### src/rtl/mdio_mgmt_pkg.sv
package mdio_mgmt_pkg;
  localparam int OFS_CFG  = 'h0;
  localparam int OFS_CTRL = 'h4;
  localparam int OFS_WDAT = 'h8;
  localparam int OFS_RDAT = 'hC;

  localparam int CFG_EN_BIT  = 6;
  localparam int CTL_PHY_LSB = 24;
  localparam int CTL_REG_LSB = 16;
  localparam int CTL_RD_BIT  = 15;
  localparam int CTL_WR_BIT  = 14;
  localparam int CTL_GO_BIT  = 11;
  localparam int CTL_RDY_BIT = 7;
  localparam int ADR_W       = 5;

  typedef struct packed {
    logic             is_rd;
    logic [ADR_W-1:0] phy;
    logic [ADR_W-1:0] regad;
  } mdio_cmd_t;
endpackage

### src/rtl/mdio_mgmt_regs.sv
module mdio_mgmt_regs
  import mdio_mgmt_pkg::*;
#(
  parameter int ADDR_W  = 4,
  parameter int DATA_W  = 32,
  parameter int DIV_W   = 6,
  parameter int DIV_RST = 29,
  parameter int DAT_W   = 16
) (
  input  logic              clk,
  input  logic              rst,
  input  logic              wr_en,
  input  logic [ADDR_W-1:0] addr,
  input  logic [DATA_W-1:0] wdata,
  output logic [DATA_W-1:0] rdata,
  input  logic              busy_i,
  input  logic [DAT_W-1:0]  result_i,
  output logic              start_o,
  output mdio_cmd_t         cmd_o,
  output logic [DAT_W-1:0]  wdat_o,
  output logic [DIV_W-1:0]  div_o,
  output logic              en_o
);
  logic [DIV_W-1:0]  div_q;
  logic              en_q;
  mdio_cmd_t         cmd_q;
  logic              wr_sel_q;
  logic [DAT_W-1:0]  wdat_q;
  logic [DATA_W-1:0] mux;

  logic ctrl_hit, op_rd, op_wr;
  assign ctrl_hit = wr_en && (addr == ADDR_W'(OFS_CTRL));
  assign op_rd    = wdata[CTL_RD_BIT];
  assign op_wr    = wdata[CTL_WR_BIT];
  assign start_o  = ctrl_hit && !busy_i && en_q && wdata[CTL_GO_BIT] && (op_rd ^ op_wr);

  always_comb begin
    mux = '0;
    case (addr)
      ADDR_W'(OFS_CFG): begin
        mux[DIV_W-1:0]  = div_q;
        mux[CFG_EN_BIT] = en_q;
      end
      ADDR_W'(OFS_CTRL): begin
        mux[CTL_PHY_LSB +: ADR_W] = cmd_q.phy;
        mux[CTL_REG_LSB +: ADR_W] = cmd_q.regad;
        mux[CTL_RD_BIT]           = cmd_q.is_rd;
        mux[CTL_WR_BIT]           = wr_sel_q;
        mux[CTL_RDY_BIT]          = !busy_i;
      end
      ADDR_W'(OFS_WDAT): mux[DAT_W-1:0] = wdat_q;
      ADDR_W'(OFS_RDAT): mux[DAT_W-1:0] = result_i;
      default: mux = '0;
    endcase
  end

  always_ff @(posedge clk) begin
    if (rst) begin
      div_q    <= DIV_W'(DIV_RST);
      en_q     <= 1'b0;
      cmd_q    <= '0;
      wr_sel_q <= 1'b0;
      wdat_q   <= '0;
      rdata    <= '0;
    end else begin
      if (wr_en && addr == ADDR_W'(OFS_CFG)) begin
        div_q <= wdata[DIV_W-1:0];
        en_q  <= wdata[CFG_EN_BIT];
      end
      if (ctrl_hit && !busy_i) begin
        cmd_q.is_rd <= op_rd;
        cmd_q.phy   <= wdata[CTL_PHY_LSB +: ADR_W];
        cmd_q.regad <= wdata[CTL_REG_LSB +: ADR_W];
        wr_sel_q    <= op_wr;
      end
      if (wr_en && addr == ADDR_W'(OFS_WDAT))
        wdat_q <= wdata[DAT_W-1:0];
      rdata <= mux;
    end
  end

  assign cmd_o  = start_o ? '{is_rd: op_rd, phy: wdata[CTL_PHY_LSB +: ADR_W],
                              regad: wdata[CTL_REG_LSB +: ADR_W]} : cmd_q;
  assign wdat_o = wdat_q;
  assign div_o  = div_q;
  assign en_o   = en_q;
endmodule

### src/rtl/mdio_mgmt_clkgen.sv
module mdio_mgmt_clkgen #(
  parameter int DIV_W = 6
) (
  input  logic             clk,
  input  logic             rst,
  input  logic             run_i,
  input  logic [DIV_W-1:0] div_i,
  output logic             mdc_o,
  output logic             rise_o,
  output logic             fall_o
);
  logic [DIV_W-1:0] cnt_q;
  logic             tick;

  assign tick   = run_i && (cnt_q >= div_i);
  assign rise_o = tick && !mdc_o;
  assign fall_o = tick && mdc_o;

  always_ff @(posedge clk) begin
    if (rst || !run_i) begin
      cnt_q <= '0;
      mdc_o <= 1'b0;
    end else if (tick) begin
      cnt_q <= '0;
      mdc_o <= !mdc_o;
    end else begin
      cnt_q <= cnt_q + DIV_W'(1);
    end
  end
endmodule

### src/rtl/mdio_mgmt_frame.sv
module mdio_mgmt_frame
  import mdio_mgmt_pkg::*;
#(
  parameter int PRE_LEN = 32,
  parameter int DAT_W   = 16
) (
  input  logic             clk,
  input  logic             rst,
  input  logic             start_i,
  input  mdio_cmd_t        cmd_i,
  input  logic [DAT_W-1:0] wdat_i,
  input  logic             rise_i,
  input  logic             fall_i,
  input  logic             mdio_i,
  output logic             busy_o,
  output logic             mdio_o,
  output logic             mdio_oe_o,
  output logic [DAT_W-1:0] result_o
);
  localparam int FRAME_LEN = PRE_LEN + 2 + 2 + 2 * ADR_W + 2 + DAT_W;
  localparam int CNT_W     = $clog2(FRAME_LEN);
  localparam int RD_FIRST  = FRAME_LEN - DAT_W;
  localparam int TA_IDX    = RD_FIRST - 2;
  localparam int LAST      = FRAME_LEN - 1;

  logic [FRAME_LEN-1:0] sh_q;
  logic [CNT_W-1:0]     idx_q, nxt;
  logic [DAT_W-1:0]     cap_q;
  logic                 rd_q;

  assign nxt    = idx_q + CNT_W'(1);
  assign mdio_o = sh_q[FRAME_LEN-1];

  always_ff @(posedge clk) begin
    if (rst) begin
      busy_o    <= 1'b0;
      mdio_oe_o <= 1'b0;
      rd_q      <= 1'b0;
      idx_q     <= '0;
      sh_q      <= '0;
      cap_q     <= '0;
      result_o  <= '0;
    end else if (start_i) begin
      busy_o    <= 1'b1;
      mdio_oe_o <= 1'b1;
      rd_q      <= cmd_i.is_rd;
      idx_q     <= '0;
      sh_q      <= {{PRE_LEN{1'b1}}, 2'b01, (cmd_i.is_rd ? 2'b10 : 2'b01),
                    cmd_i.phy, cmd_i.regad, 2'b10,
                    (cmd_i.is_rd ? {DAT_W{1'b0}} : wdat_i)};
    end else if (busy_o) begin
      if (rise_i && rd_q && idx_q >= CNT_W'(RD_FIRST))
        cap_q <= {cap_q[DAT_W-2:0], mdio_i};
      if (fall_i) begin
        if (idx_q == CNT_W'(LAST)) begin
          busy_o    <= 1'b0;
          mdio_oe_o <= 1'b0;
          if (rd_q) result_o <= cap_q;
        end else begin
          idx_q     <= nxt;
          sh_q      <= {sh_q[FRAME_LEN-2:0], 1'b0};
          mdio_oe_o <= !(rd_q && nxt >= CNT_W'(TA_IDX));
        end
      end
    end
  end
endmodule

### src/rtl/mdio_mgmt_top.sv
module mdio_mgmt_top
  import mdio_mgmt_pkg::*;
#(
  parameter int ADDR_W  = 4,
  parameter int DATA_W  = 32,
  parameter int DIV_W   = 6,
  parameter int DIV_RST = 29,
  parameter int PRE_LEN = 32,
  parameter int DAT_W   = 16
) (
  input  logic              clk,
  input  logic              rst,
  input  logic              bus_wr_en,
  input  logic [ADDR_W-1:0] bus_addr,
  input  logic [DATA_W-1:0] bus_wdata,
  output logic [DATA_W-1:0] bus_rdata,
  output logic              mdc_o,
  output logic              mdio_o,
  output logic              mdio_oe_o,
  input  logic              mdio_i
);
  logic             busy_w, start_w, en_w, rise_w, fall_w;
  mdio_cmd_t        cmd_w;
  logic [DAT_W-1:0] wdat_w, res_w;
  logic [DIV_W-1:0] div_w;

  mdio_mgmt_regs #(.ADDR_W(ADDR_W), .DATA_W(DATA_W), .DIV_W(DIV_W),
                   .DIV_RST(DIV_RST), .DAT_W(DAT_W)) u_regs (
    .clk(clk), .rst(rst), .wr_en(bus_wr_en), .addr(bus_addr),
    .wdata(bus_wdata), .rdata(bus_rdata), .busy_i(busy_w), .result_i(res_w),
    .start_o(start_w), .cmd_o(cmd_w), .wdat_o(wdat_w), .div_o(div_w), .en_o(en_w)
  );

  mdio_mgmt_clkgen #(.DIV_W(DIV_W)) u_clk (
    .clk(clk), .rst(rst), .run_i(busy_w), .div_i(div_w),
    .mdc_o(mdc_o), .rise_o(rise_w), .fall_o(fall_w)
  );

  mdio_mgmt_frame #(.PRE_LEN(PRE_LEN), .DAT_W(DAT_W)) u_frame (
    .clk(clk), .rst(rst), .start_i(start_w), .cmd_i(cmd_w), .wdat_i(wdat_w),
    .rise_i(rise_w), .fall_i(fall_w), .mdio_i(mdio_i), .busy_o(busy_w),
    .mdio_o(mdio_o), .mdio_oe_o(mdio_oe_o), .result_o(res_w)
  );
endmodule

### config.mk
export PLATFORM = sky130hd
export DESIGN_NAME = mdio_mgmt_top
export DESIGN_NICKNAME = d
export VERILOG_FILES = /design/src/rtl/mdio_mgmt_pkg.sv /design/src/rtl/mdio_mgmt_regs.sv /design/src/rtl/mdio_mgmt_clkgen.sv /design/src/rtl/mdio_mgmt_frame.sv /design/src/rtl/mdio_mgmt_top.sv
export SDC_FILE = /design/constraint.sdc
export NUM_CORES = 1
export LEC_CHECK = 0
export ABC_CLOCK_PERIOD_IN_PS = 2700
export BUFFER_PORTS_ARGS = -buffer_cell sky130_fd_sc_hd__buf_2
export CORE_MARGIN = 3
export CORE_UTILIZATION = 30
export DETAILED_ROUTE_END_ITERATION = 10
export HOLD_SLACK_MARGIN = 0.06
export SYNTH_ARGS = -nofsm -noshare
export SYNTH_HDL_FRONTEND = slang
export SYNTH_SLANG_ARGS = --single-unit
### constraint.sdc
create_clock -name clk -period 2.7 [get_ports clk]
set_clock_uncertainty 0.15 [all_clocks]
set_input_delay 0.27 -clock clk [delete_from_list [all_inputs] [get_ports clk]]
set_output_delay 0.27 -clock clk [all_outputs]
set_load 0.03 [all_outputs]
==> summary.md, run 1 <==
| Metric | Value |
|---|---|
| Crit path required time | approximately 2.9 ns |
| Vias | roughly 5,600 |
| CTS tree | yes |
| Worst hold stages | 5 |
| Nets | between 800 and 900 |
| Tot GR Track Use | 13.38% |
| Drt via density | slightly below 5 |
| Final cell count without fillers | between 1,000 and 1,500 |
| Final hold vios | 0 |
| Reg-to-reg critical path startpoint | u_regs.div_o[4]$_SDFFE_PP1P_ |
| HP Class | in -> reg |
| CP Buf/Inv Count | 2 |
| Tmin final | 2.418 ns |
| Routed len/inst | roughly 15 µm |
| Max_cap viols | 0 |
| Final ANT Viol Nets | 0 |
| Clock Power Share | 47.8% |
| CP endpoint kind | flop |
| Die Area | about 0.025 mm² |
| Yosys cell types | slightly above 60 |
| Number of remaining DRC errors | 0 |
| Crit path launch type | flop |
| R2R cell count | 8 |
| # diodes | 0 |
| Psw | roughly 1300 µW |
| Sw Share | 24.23% |
| Synthesized area | 0.007059 mm² |
| Clock Latency Late Sink | 0.43 ns |
| Fmax | a little over 400 MHz |
| Placed insts | 1,077 |
| Final Power | between 5000 and 6000 µW |
| Final Slew Violations | 0 |
| CTS H-tree lvls | 4 |
| Die span in y | 159.4 µm |
| First-pass detailed-route iteration total | 5 |
| Slew @ Worst Pin | 0.9955 ns |
| Clk buf depth | 2 |
| Setup TNS | 0 ns |
| Slowest cell on the critical path | dfxtp_1 |
| Reg-to-Reg End | u_frame.idx_q[5]$_SDFFE_PP0P_ |
| CP max stage delay | ~0.38 ns |
| Met1 WL | around 8.4 mm |
| Layout cells sized above 1 | 18.83% |
| Largest net degree at the start of global routing | 42 |
| Final Setup Violations | 0 |
| Die W | 159.4 µm |
| Total CTS buffers | 17 |
| Worst Hold End | u_regs.cmd_q[8]$_SDFFE_PP0N_ |
| Reg clk slew, reported paths | approximately 0.08 ns |
| Initial antenna violation count | 1 |
| Post-synthesis sequential area ratio | between 40% and 50% |
| First-pass GRT wire length | between 20 and 30 mm |
| Dpl hpwl | roughly 11 mm |
| Initial cell density of the core | 30.90% |
| Post-CTS Setup Bufs | 0 |
| Post-synth EDFFs | 0 |
| Largest fanout on the critical path | 8 |
| Post-Synthesis Cells | about 730 |
| Result of the run | completed |
| Syn Area/Cell | between 9 and 10 µm² |
| Vias in the first global route | 5,381 |
| Post-layout util | between 30% and 40% |
| Cell family with most CP delay | compound AO/OA/AOI/OAI gates |
| CTS Root Buffer Type | clkbuf_16 |
| Grt total ovfl | 0 |
| RSZ-0062 raised after global routing | no |
| RD Place Congestion | 0.8335 |
| Wire length on met3 | slightly below 800 µm |
| Worst IR drop on VDD | about 0.00031 V |
| Cell-internal power | roughly 4000 µW |
| Min-delay src | bus_addr[3] |
| Warnings, synthesis | 0 |
| Max_slew headroom | around a third |
| Crit-path cells | inv_1, ha_1, nand4_1, or2_1, o21a_2, buf_4, a2111oi_0, a211oi_1 |
| Pwr per Cell Area | 616.6 mW/mm² |
| Lkg Pwr | about 0.0033 µW |
| Combinational share of power | around 3.8% |
| Final Cycle Share | between 80% and 90% |
| Core area | 0.02285 mm² |
| Top sig layer | met5 |
| Area Overhead vs Synth | 21.78% |
| Final wirelength | 17.01 mm |
| Crit Path Class | reg -> reg |
| Flop-to-flop setup slack | between 0.2 and 0.3 ns |
| Ys async rst share | 0% |
| Met2 wire length | roughly 7.7 mm |
| I/O pin count | between 70 and 80 |
| Register share of total power | roughly 48% |
| Clock sink total | approximately 170 |
| Std cell rows | between 50 and 60 |
| IO buf count | 62 |
| Number of synthesized register bits | 173 |
| Synth Flop Type | dfxtp_1 |
| Initial DRC count | between 400 and 500 |
| CP arrival | approximately 2.6 ns |
cells by family after synthesis:
logic type      synth area share [%]
fa+ha+maj                      1.595
mux                            9.252
flops                          49.06
other cells                  0.05312
simple gates                   15.12
xor+xnor                      0.6205
buf+inv                        5.370
compound gates                 18.93
cells in the mapped netlist, types with 9 or more instances:
cell type / count / area [µm²]
nand3_1: 32 / 160.2
mux2_2: 10 / 112.6
clkbuf_1: 33 / 123.9
inv_1: 12 / 45.04
a21oi_1: 41 / 205.2
a32oi_1: 10 / 87.58
a2bb2oi_1: 26 / 227.7
a211oi_1: 20 / 150.1
ha_1: 9 / 112.6
buf_2: 18 / 90.09
and2_1: 10 / 62.56
o211ai_1: 10 / 75.07
dfxtp_1: 173 / 3463
nand2_1: 99 / 371.6
nor2_1: 58 / 217.7
a22oi_1: 24 / 180.2
mux2i_1: 54 / 540.5
worst min-delay path, stage by stage:
cell	delay (ns)
buf_2	0.12
nor3b_4	0.05
buf_4	0.18
nand3_1	0.09
a21oi_1	0.05
routing by layer:
| layer | track usage [%] | vias to the layer above |
|---|---|---|
| met5 | 0 | - |
| met4 | 4.099 | 2 |
| met3 | 3.044 | 13 |
| met2 | 21.12 | 134 |
| met1 | 18.26 | 2641 |
| li1 | - | 2780 |
worst max-delay path by stage:
stage                                             from                              to  slack (ns)  cells after the start
after floorplan              u_clk.cnt_q[0]$_SDFF_PP0_  u_frame.cap_q[13]$_SDFFE_PP0P_        0.40                      8
after global placement    u_regs.div_o[4]$_SDFFE_PP1P_   u_frame.sh_q[63]$_SDFFE_PP0P_        0.19                      7
after detailed placement  u_regs.div_o[4]$_SDFFE_PP1P_   u_frame.sh_q[33]$_SDFFE_PP0P_        0.18                      7
after CTS                 u_regs.div_o[4]$_SDFFE_PP1P_   u_frame.sh_q[30]$_SDFFE_PP0P_        0.15                      7
after global routing         u_clk.cnt_q[0]$_SDFF_PP0_    u_frame.sh_q[5]$_SDFFE_PP0P_        0.11                      8
final                     u_regs.div_o[4]$_SDFFE_PP1P_   u_frame.idx_q[5]$_SDFFE_PP0P_        0.28                      8
registers in the layout, summed over array words and instances, names as in the netlist:
name,flops
u_regs.wr_sel_q,1
u_clk.mdc_o,1
u_regs.div_o,6
u_regs.wdat_o,16
u_frame.result_o,16
u_frame.rd_q,1
u_frame.sh_q,64
u_clk.cnt_q,6
u_frame.idx_q,6
u_frame.mdio_oe_o,1
u_regs.cmd_q,11
u_frame.cap_q,16
u_frame.busy_o,1
u_regs.rdata,26
u_regs.en_o,1
area by class of cell:
| cell class | count | area (µm²) |
|---|---|---|
| Clock buffer | 19 | 452.9 |
| Clock inverter | 13 | 165.2 |
| Fill cell | 2335 | 14250 |
| Inverter | 13 | 48.80 |
| Multi-Input combinational cell | 487 | 3239 |
| Sequential cell | 173 | 3463 |
| Tap cell | 313 | 391.6 |
| Timing Repair Buffer | 118 | 835.8 |
per-stage QoR:
step / hold slack [ns] / setup slack, ns / area, µm²
floorplan: 0.2626 / 0.3951 / 7078
global placement: 0.2856 / 0.1910 / 7705
detailed placement: 0.2907 / 0.1750 / 7705
CTS: 0.2309 / 0.1527 / 8593
global route: 0.2407 / 0.1133 / 8597
finish: 0.2406 / 0.2818 / 8597
power groups by stage:
stage | sequential [µW] | clock [µW] | combinational (µW)
3_5_place_dp | 2620 | 0 | 171
2_1_floorplan | 2620 | 0 | 102
3_3_place_gp | 2620 | 0 | 171
6_report | 2560 | 2540 | 201
5_1_grt | 2560 | 2700 | 217
4_1_cts | 2560 | 2590 | 202
cells in the final DEF, fill, tap and decap left out, types with 4 or more instances in the layout:
| cell type | instances |
|---|---|
| nand3_1 | 32 |
| mux2_2 | 10 |
| a32oi_1 | 10 |
| a2bb2oi_1 | 26 |
| a22oi_1 | 24 |
| inv_6 | 5 |
| buf_2 | 62 |
| dlygate4sd3_1 | 27 |
| inv_1 | 12 |
| o21ai_0 | 8 |
| clkbuf_16 | 17 |
| buf_4 | 26 |
| and2_1 | 10 |
| a221oi_1 | 8 |
| a21oi_1 | 41 |
| nor2_1 | 57 |
| ha_1 | 9 |
| mux2i_1 | 54 |
| a221oi_2 | 8 |
| nand2_1 | 99 |
| dfxtp_1 | 173 |
| or3_1 | 5 |
| nor2b_1 | 4 |
| o211ai_1 | 10 |
| a211oi_1 | 20 |
| conb_1 | 6 |
what timing repair did:
item | in CTS | in global routing
endpoints found under the setup margin | 0 | 10
resized for setup | 0 | 2
endpoints found under the hold margin | 47 | 0
hold buffers | 27 | 0
Power figures use the tool's default switching activity.
==> run 2: changes to the inputs <==
- CTS_CLUSTER_DIAMETER: unset -> 120
- SYNTH_HIERARCHICAL: unset -> 1
==> run 2 against run 1 <==
Core utilization grew 0.81 points. Sequential share of layout area decreased by 1.1 points. Register-to-register slack lost 0.097 ns. Largest cell class unchanged.
==> summary.md, run 2 <==
| Metric | Value |
|---|---|
| Vias in the first global route | 5,746 (+6.8%) |
| Pwr per Cell Area | 585.0 mW/mm² (-5.1%) |
| Commonest cells in the netlist | dfxtp_1, nand2_1, nor2_1 |
| Post-layout util | 38.44% (+0.81 points) |
| CP arrival | 2.69 ns (+0.12 ns) |
| Grt total ovfl | 0 (unchanged) |
| Max_slew headroom | 57.58% (+24 points) |
| Max_cap viols | 0 (unchanged) |
| Layout cells sized above 1 | 18.12% (-0.71 points) |
| Final ANT Viol Nets | 0 (unchanged) |
| Post-Synthesis Cells | 812 (+11%) |
| Final Slew Violations | 0 (unchanged) |
| Warnings, synthesis | 6 (+6) |
| Slew @ Worst Pin | 0.6363 ns (-0.3592 ns) |
| Largest fanout on the critical path | 15 (+7) |
| Final hold vios | 0 (unchanged) |
| Final Setup Violations | 0 (unchanged) |
| Max reg flops | 64 (unchanged) |
| Most frequent cells in the layout | dfxtp_1, nand2_1, nor2_1, buf_2, a21oi_1 |
| Tot GR Track Use | 13.35% (-0.031 points) |
| Crit path required time | 2.87 ns (about the same) |
| Synthesized area | 0.007122 mm² (+0.89%) |
| RSZ-0062 raised after global routing | no |
| Die span in y | 160.1 µm (+0.43%) |
| Initial DRC count | 457 (+2.2%) |
| Die W | 160.1 µm (+0.43%) |
| # fillers | 2,330 (-0.21%) |
| CTS Root Buffer Type | clkbuf_16 |
| Clk buf depth | 2 (unchanged) |
| Syn Area/Cell | 8.771 µm² (-8.9%) |
| Most common cell after layout, fill and taps aside | dfxtp_1 |
| Crit path launch type | flop |
| Reg with most FFs | u_frame/sh_q |
| RD Place Congestion | 0.7992 (-4.1%) |
| Core area | 0.02298 mm² (+0.60%) |
| Cell with the most instances after synthesis | dfxtp_1 |
| Vias | 5,961 (+7.0%) |
| Area contributors post-synth | dfxtp_1, nand2_1, mux2i_1, a21oi_1, nor2_1 |
| Clock sink total | 173 (unchanged) |
| Worst IR drop on VDD | 0.0003913 V (+25%) |
| Post-synth EDFFs | 0 (unchanged) |
| HP Class | in -> reg |
| First-pass detailed-route iteration total | 8 (+3) |
| Dpl hpwl | 10.97 mm (-0.39%) |
| Setup TNS | 0 ns (unchanged) |
| Fmax | 397.6 MHz (-3.9%) |
| Fin Hold WS | 0.08078 ns (-0.1598 ns) |
| Number of remaining DRC errors | 0 (unchanged) |
| Tmin final | 2.515 ns (+0.09712 ns) |
| Initial cell density of the core | 30.99% (+0.087 points) |
| Area Overhead vs Synth | 24.05% |
| CTS tree | yes |
| Initial antenna violation count | 0 (-1) |
| Total CTS buffers | 17 (unchanged) |
| Synth top area share | 48.63% (-0.43 points) |
| Clock Latency Late Sink | 0.43 ns (about the same) |
| Routed len/inst | 14.28 µm (-4.6%) |
| Synth Flop Type | dfxtp_1 |
| Die Area | 0.02562 mm² (+0.85%) |
| Ys async rst share | 0% (unchanged) |
| Number of synthesized register bits | 173 (unchanged) |
| Synth area leader | dfxtp_1 |
| Biggest regs | u_frame/sh_q: 64 flops, u_regs/rdata: 26 flops |
| Yosys cell types | 53 (-15%) |
| Nets | 941 (+9.5%) |
| CP endpoint kind | flop |
| Final Cycle Share | 93.16% (+3.6 points) |
| First-pass GRT wire length | 28.43 mm (+1.4%) |
| Post-synthesis sequential area ratio | 48.63% (-0.43 points) |
| Crit Path Class | reg -> reg |
| Result of the run | completed |
| Lkg Pwr | 0.003212 µW (-2.2%) |
| IO buf count | 62 (unchanged) |
| Std cell rows | 55 (unchanged) |
| CTS H-tree lvls | 4 (unchanged) |
| Largest net degree at the start of global routing | 59 (+40%) |
| # diodes | 0 (unchanged) |
| Final wirelength | 17.39 mm (+2.3%) |
| Drt via density | 4.894 (-0.19%) |
| I/O pin count | 75 (unchanged) |
| Reg clk slew, reported paths | 0.07 ns (about the same) |
[run 2: changes by cell type in the layout (fill, tap and decap cells not counted), moves of 16 or more]
cell	delta
nand2_1	+39
a31oi_1	+36
a2bb2oi_1	-26
o21ai_0	+26
a22oi_1	-22
a311oi_1	+22
a211oi_1	-18
a21oi_1	+16
[run 2: worst max-delay path: stages (launching register included)]
cell and delay, ns:
dfxtp_1 0.33, inv_1 0.05, ha_1 0.32, a21oi_1 0.14, o21a_1 0.17, o21a_2 0.15
and3b_2 0.24, nand2_4 0.12, o21bai_4 0.22, buf_12 0.19, nand2_1 0.06, a311oi_2 0.28
[run 2: worst paths after layout]
path	startpoint	end	slack, ns	cells past startpoint
hold reg to reg	u_clk/cnt_q[0]$_SDFF_PP0_	u_clk/cnt_q[0]$_SDFF_PP0_	0.31	1
hold / removal	bus_addr[1]	u_regs/wdat_o[3]$_SDFFE_PP0P_	0.08	4
setup reg to reg	u_regs/div_o[5]$_SDFFE_PP0P_	u_frame/sh_q[2]$_SDFFE_PP0P_	0.18	11
setup / recovery	u_regs/div_o[5]$_SDFFE_PP0P_	u_frame/sh_q[2]$_SDFFE_PP0P_	0.18	11
[run 2: cell families (layout without fill, tap and decap cells)]
family                     Yosys count  after routing  synth area share, %
muxes                               60             60                8.661
adders and majority gates            9              9                1.581
DFF                                173            173                48.63
AOI/OAI and AO/OA                  180            180                15.81
xor gates and xnor gates             6              6               0.7379
other                                1              6              0.05266
buffers and inverters               79            167                5.025
and+or+nand+nor                    304            304                19.50
[run 2: per-layer routing]
metal | GRT usage (%) | vias up | routed length [µm]
li1 | - | 2981 | -
met1 | 17.37 | 2832 | 8283
met2 | 21.27 | 118 | 7932
met3 | 3.398 | 30 | 784
met4 | 5.207 | 0 | 394
met5 | 0 | - | 0
[run 2: layout make-up]
class	instances	area, µm²	area share, %
multi-input combinational	565	3385	38.31
clock inverter	13	130.1	1.473
inverter	11	41.29	0.4674
tap	313	391.6	4.433
sequential	173	3465	39.22
timing repair buffer	124	979.7	11.09
clock buffer	19	442.9	5.013
[run 2: timing repair]
item                                   in CTS  in global routing
cloned                                      0                  2
endpoints found under the hold margin      36                  0
resized for setup                           0                 11
hold buffers                               27                  0
setup endpoints to repair                   3                 83
setup buffers                               2                  2
pin swaps                                   0                  1
[run 2: through the flow]
stage	total power, µW	worst slack (ns)	std cells	instance area [µm²]
after floorplan	2745	0.01732	817	7141
after global placement	2812	0.07877	1153	7865
after detailed placement	2812	0.01568	1153	7865
after CTS	5220	0.006254	1214	8723
after global routing	5366	0.02615	1218	8835
final	5168	0.1847	1218	8835
[run 2: power breakdown]
part | internal [µW] | switching, µW
Combinational | 84.3 | 137
Sequential | 2560 | 5.86
Clock | 1320 | 1070
==> run 3: changes to the inputs <==
- ABC_CLOCK_PERIOD_IN_PS: 2700 -> 2800
- BUFFER_PORTS_ARGS: -buffer_cell sky130_fd_sc_hd__buf_2 -> unset
- DONT_BUFFER_PORTS: unset -> 1
- clock period: 2.7 -> 2.8 ns (I/O delays scaled with it)
==> run 3 against run 2 <==
Fmax shrank 3.7%. Non-clock buffer count decreased by 55. Highest routed layer unchanged. Critical path depth is the same.
==> summary.md, run 3 (synthesis results as in run 2) <==
| Metric | Value |
|---|---|
| Initial DRC count | 582 (+27%) |
| Largest fanout on the critical path | 9 (-6) |
| Clock Latency Late Sink | 0.43 ns (about the same) |
| Vias in the first global route | 5,646 (-1.7%) |
| Final cell count without fillers | 1,162 (-4.6%) |
| Pwr per Cell Area | 589.4 mW/mm² (+0.76%) |
| Area Overhead vs Synth | 20.92% |
| Final Cycle Share | 93.26% (+0.097 points) |
| Initial antenna violation count | 0 (unchanged) |
| Reg-to-reg critical path startpoint | u_regs/div_o[3]$_SDFFE_PP1P_ |
| Nets | 887 (-5.7%) |
| Number of remaining DRC errors | 0 (unchanged) |
| Fmax | 383.0 MHz (-3.7%) |
| # diodes | 0 (unchanged) |
| Critical Path Start | u_regs/div_o[3]$_SDFFE_PP1P_ |
| Grt total ovfl | 0 (unchanged) |
| Max_cap viols | 0 (unchanged) |
| Result of the run | completed |
| RD Place Congestion | 0.7812 (-2.3%) |
| CTS Root Buffer Type | clkbuf_16 |
| Max_slew headroom | 31.70% (-26 points) |
| Worst IR drop on VDD | 0.0003925 V (+0.32%) |
| Layout cells sized above 1 | 10.60% (-7.5 points) |
| Worst hold stages | 4 (unchanged) |
| Reg-to-Reg End | u_frame/sh_q[3]$_SDFFE_PP0P_ |
| CP max stage delay | 0.37 ns (+0.04 ns) |
| CP endpoint kind | flop |
| Slew @ Worst Pin | 1.021 ns (+0.3848 ns) |
| Largest net degree at the start of global routing | 132 (+120%) |
| Crit path required time | 2.98 ns (+0.11 ns) |
| Fin Hold WS | 0.09705 ns (+0.01627 ns) |
| RSZ-0062 raised after global routing | no |
| Placed insts | 1,084 (-6.0%) |
| Crit path launch type | flop |
| Final Slew Violations | 0 (unchanged) |
| Slowest cell on the critical path | dfxtp_1 |
| Die Area | 0.02562 mm² (unchanged) |
| Max reg flops | 64 (unchanged) |
| IO buf count | 0 (-100%) |
| CP arrival | 2.79 ns (+0.10 ns) |
| # fillers | 2,343 (+0.56%) |
| Flop-to-flop setup slack | 0.19 ns (about the same) |
| CTS tree | yes |
| Min-delay src | bus_wdata[15] |
| Place WS | 0.06698 ns (+0.05130 ns) |
| CTS H-tree lvls | 4 (unchanged) |
| Worst Setup Slack, final | 0.1888 ns (+0.004125 ns) |
| Worst Hold End | u_frame/sh_q[28]$_SDFFE_PP0P_ |
| Total CTS buffers | 17 (unchanged) |
| Most common cell after layout, fill and taps aside | dfxtp_1 |
| Die span in y | 160.1 µm (unchanged) |
| Tmin final | 2.611 ns (+0.09587 ns) |
| Post-layout util | 37.47% (-0.97 points) |
| Reg clk slew, reported paths | 0.07 ns (about the same) |
| Core area | 0.02298 mm² (unchanged) |
| Drt via density | 5.005 (+2.3%) |
| Crit-path cells | inv_1, ha_1, a21oi_1, o21a_1, o21a_2, and3b_2, nand2_4, o21bai_4, buf_4, nand2_1, a311oi_1 |
| Clock sink total | 173 (unchanged) |
| Dpl hpwl | 10.40 mm (-5.2%) |
| Tot GR Track Use | 13.55% (+0.20 points) |
| Clk buf depth | 2 (unchanged) |
| Lkg Pwr | 0.002957 µW (-7.9%) |
| Final hold vios | 0 (unchanged) |
| HP Class | in -> reg |
| First-pass detailed-route iteration total | 5 (-3) |
| I/O pin count | 75 (unchanged) |
| Initial cell density of the core | 30.99% (unchanged) |
| Routed len/inst | 15.03 µm (+5.3%) |
| Final ANT Viol Nets | 0 (unchanged) |
| Final Setup Violations | 0 (unchanged) |
| Reg with most FFs | u_frame/sh_q |
| Final wirelength | 17.47 mm (+0.41%) |
| Setup TNS | 0 ns (unchanged) |
| Std cell rows | 55 (unchanged) |
| Most frequent cells in the layout | dfxtp_1, nand2_1, nor2_1, a21oi_1, mux2i_1 |
| R2R cell count | 11 (unchanged) |
| Die W | 160.1 µm (unchanged) |
| Crit Path Class | reg -> reg |
| Biggest regs | u_frame/sh_q: 64 flops, u_regs/rdata: 26 flops |
| First-pass GRT wire length | 28.88 mm (+1.6%) |
| Vias | 5,816 (-2.4%) |
-- run 3: report_power, final --
part / internal, µW / total (µW) / switching [µW] / leakage [µW]
Clock: 1400 / 2420 / 1010 / 0.000288
Combinational: 68.1 / 181 / 113 / 0.00127
Sequential: 2470 / 2480 / 9.41 / 0.00139
Total: 3940 / 5080 / 1140 / 0.00296
-- run 3: critical path: cells and delay by family, from the launching register on --
family                   cells  cell delay (ns)
buffers and inverters        2             0.29
AND/OR/NAND/NOR              3             0.45
AO/OA/AOI/OAI                5             0.95
flip-flops                   1             0.37
adder cells (fa/ha/maj)      1             0.30
-- run 3: how the worst max path moves through the flow --
stage | end | slack, ns | cells past startpoint
after floorplan | u_frame/result_o[10]$_SDFFE_PP0P_ | 0.12 | 11
after global placement | u_frame/sh_q[13]$_SDFFE_PP0P_ | 0.09 | 11
after detailed placement | u_frame/sh_q[9]$_SDFFE_PP0P_ | 0.07 | 11
after CTS | u_frame/sh_q[9]$_SDFFE_PP0P_ | 0.02 | 11
after global routing | u_frame/sh_q[7]$_SDFFE_PP0P_ | 0.03 | 11
final | u_frame/sh_q[3]$_SDFFE_PP0P_ | 0.19 | 11
-- run 3: area by class of cell --
class	instances	area, µm²	area share (%)
well taps	313	391.6	4.547
inverters	11	41.29	0.4794
clock buffers	17	425.4	4.940
flip-flops and latches	173	3465	40.23
repair buffers	69	752.0	8.732
clock inverters	13	166.4	1.932
multi-input cells	566	3371	39.14
-- run 3: per-stage QoR --
stage	total power, µW	area [µm²]
after floorplan	2647	7141
after global placement	2625	7487
after detailed placement	2626	7487
after CTS	5130	8527
after global routing	5264	8612
final	5076	8612
-- run 3: metal layers --
metal,up-vias,global-route usage [%],part of all wire (%),wire (µm)
met5,-,0,0,0
met4,0,4.694,1.1,200
met3,18,3.943,5.3,921
met2,145,21.58,47,8189
met1,2774,17.57,47,8155
li1,2879,-,-,-
-- run 3: what timing repair did --
action	4_1_cts	5_1_grt
resized for setup	0	5
endpoints found under the setup margin	0	75
hold buffers	43	0
setup buffers	0	3
hold endpoints to repair	168	0
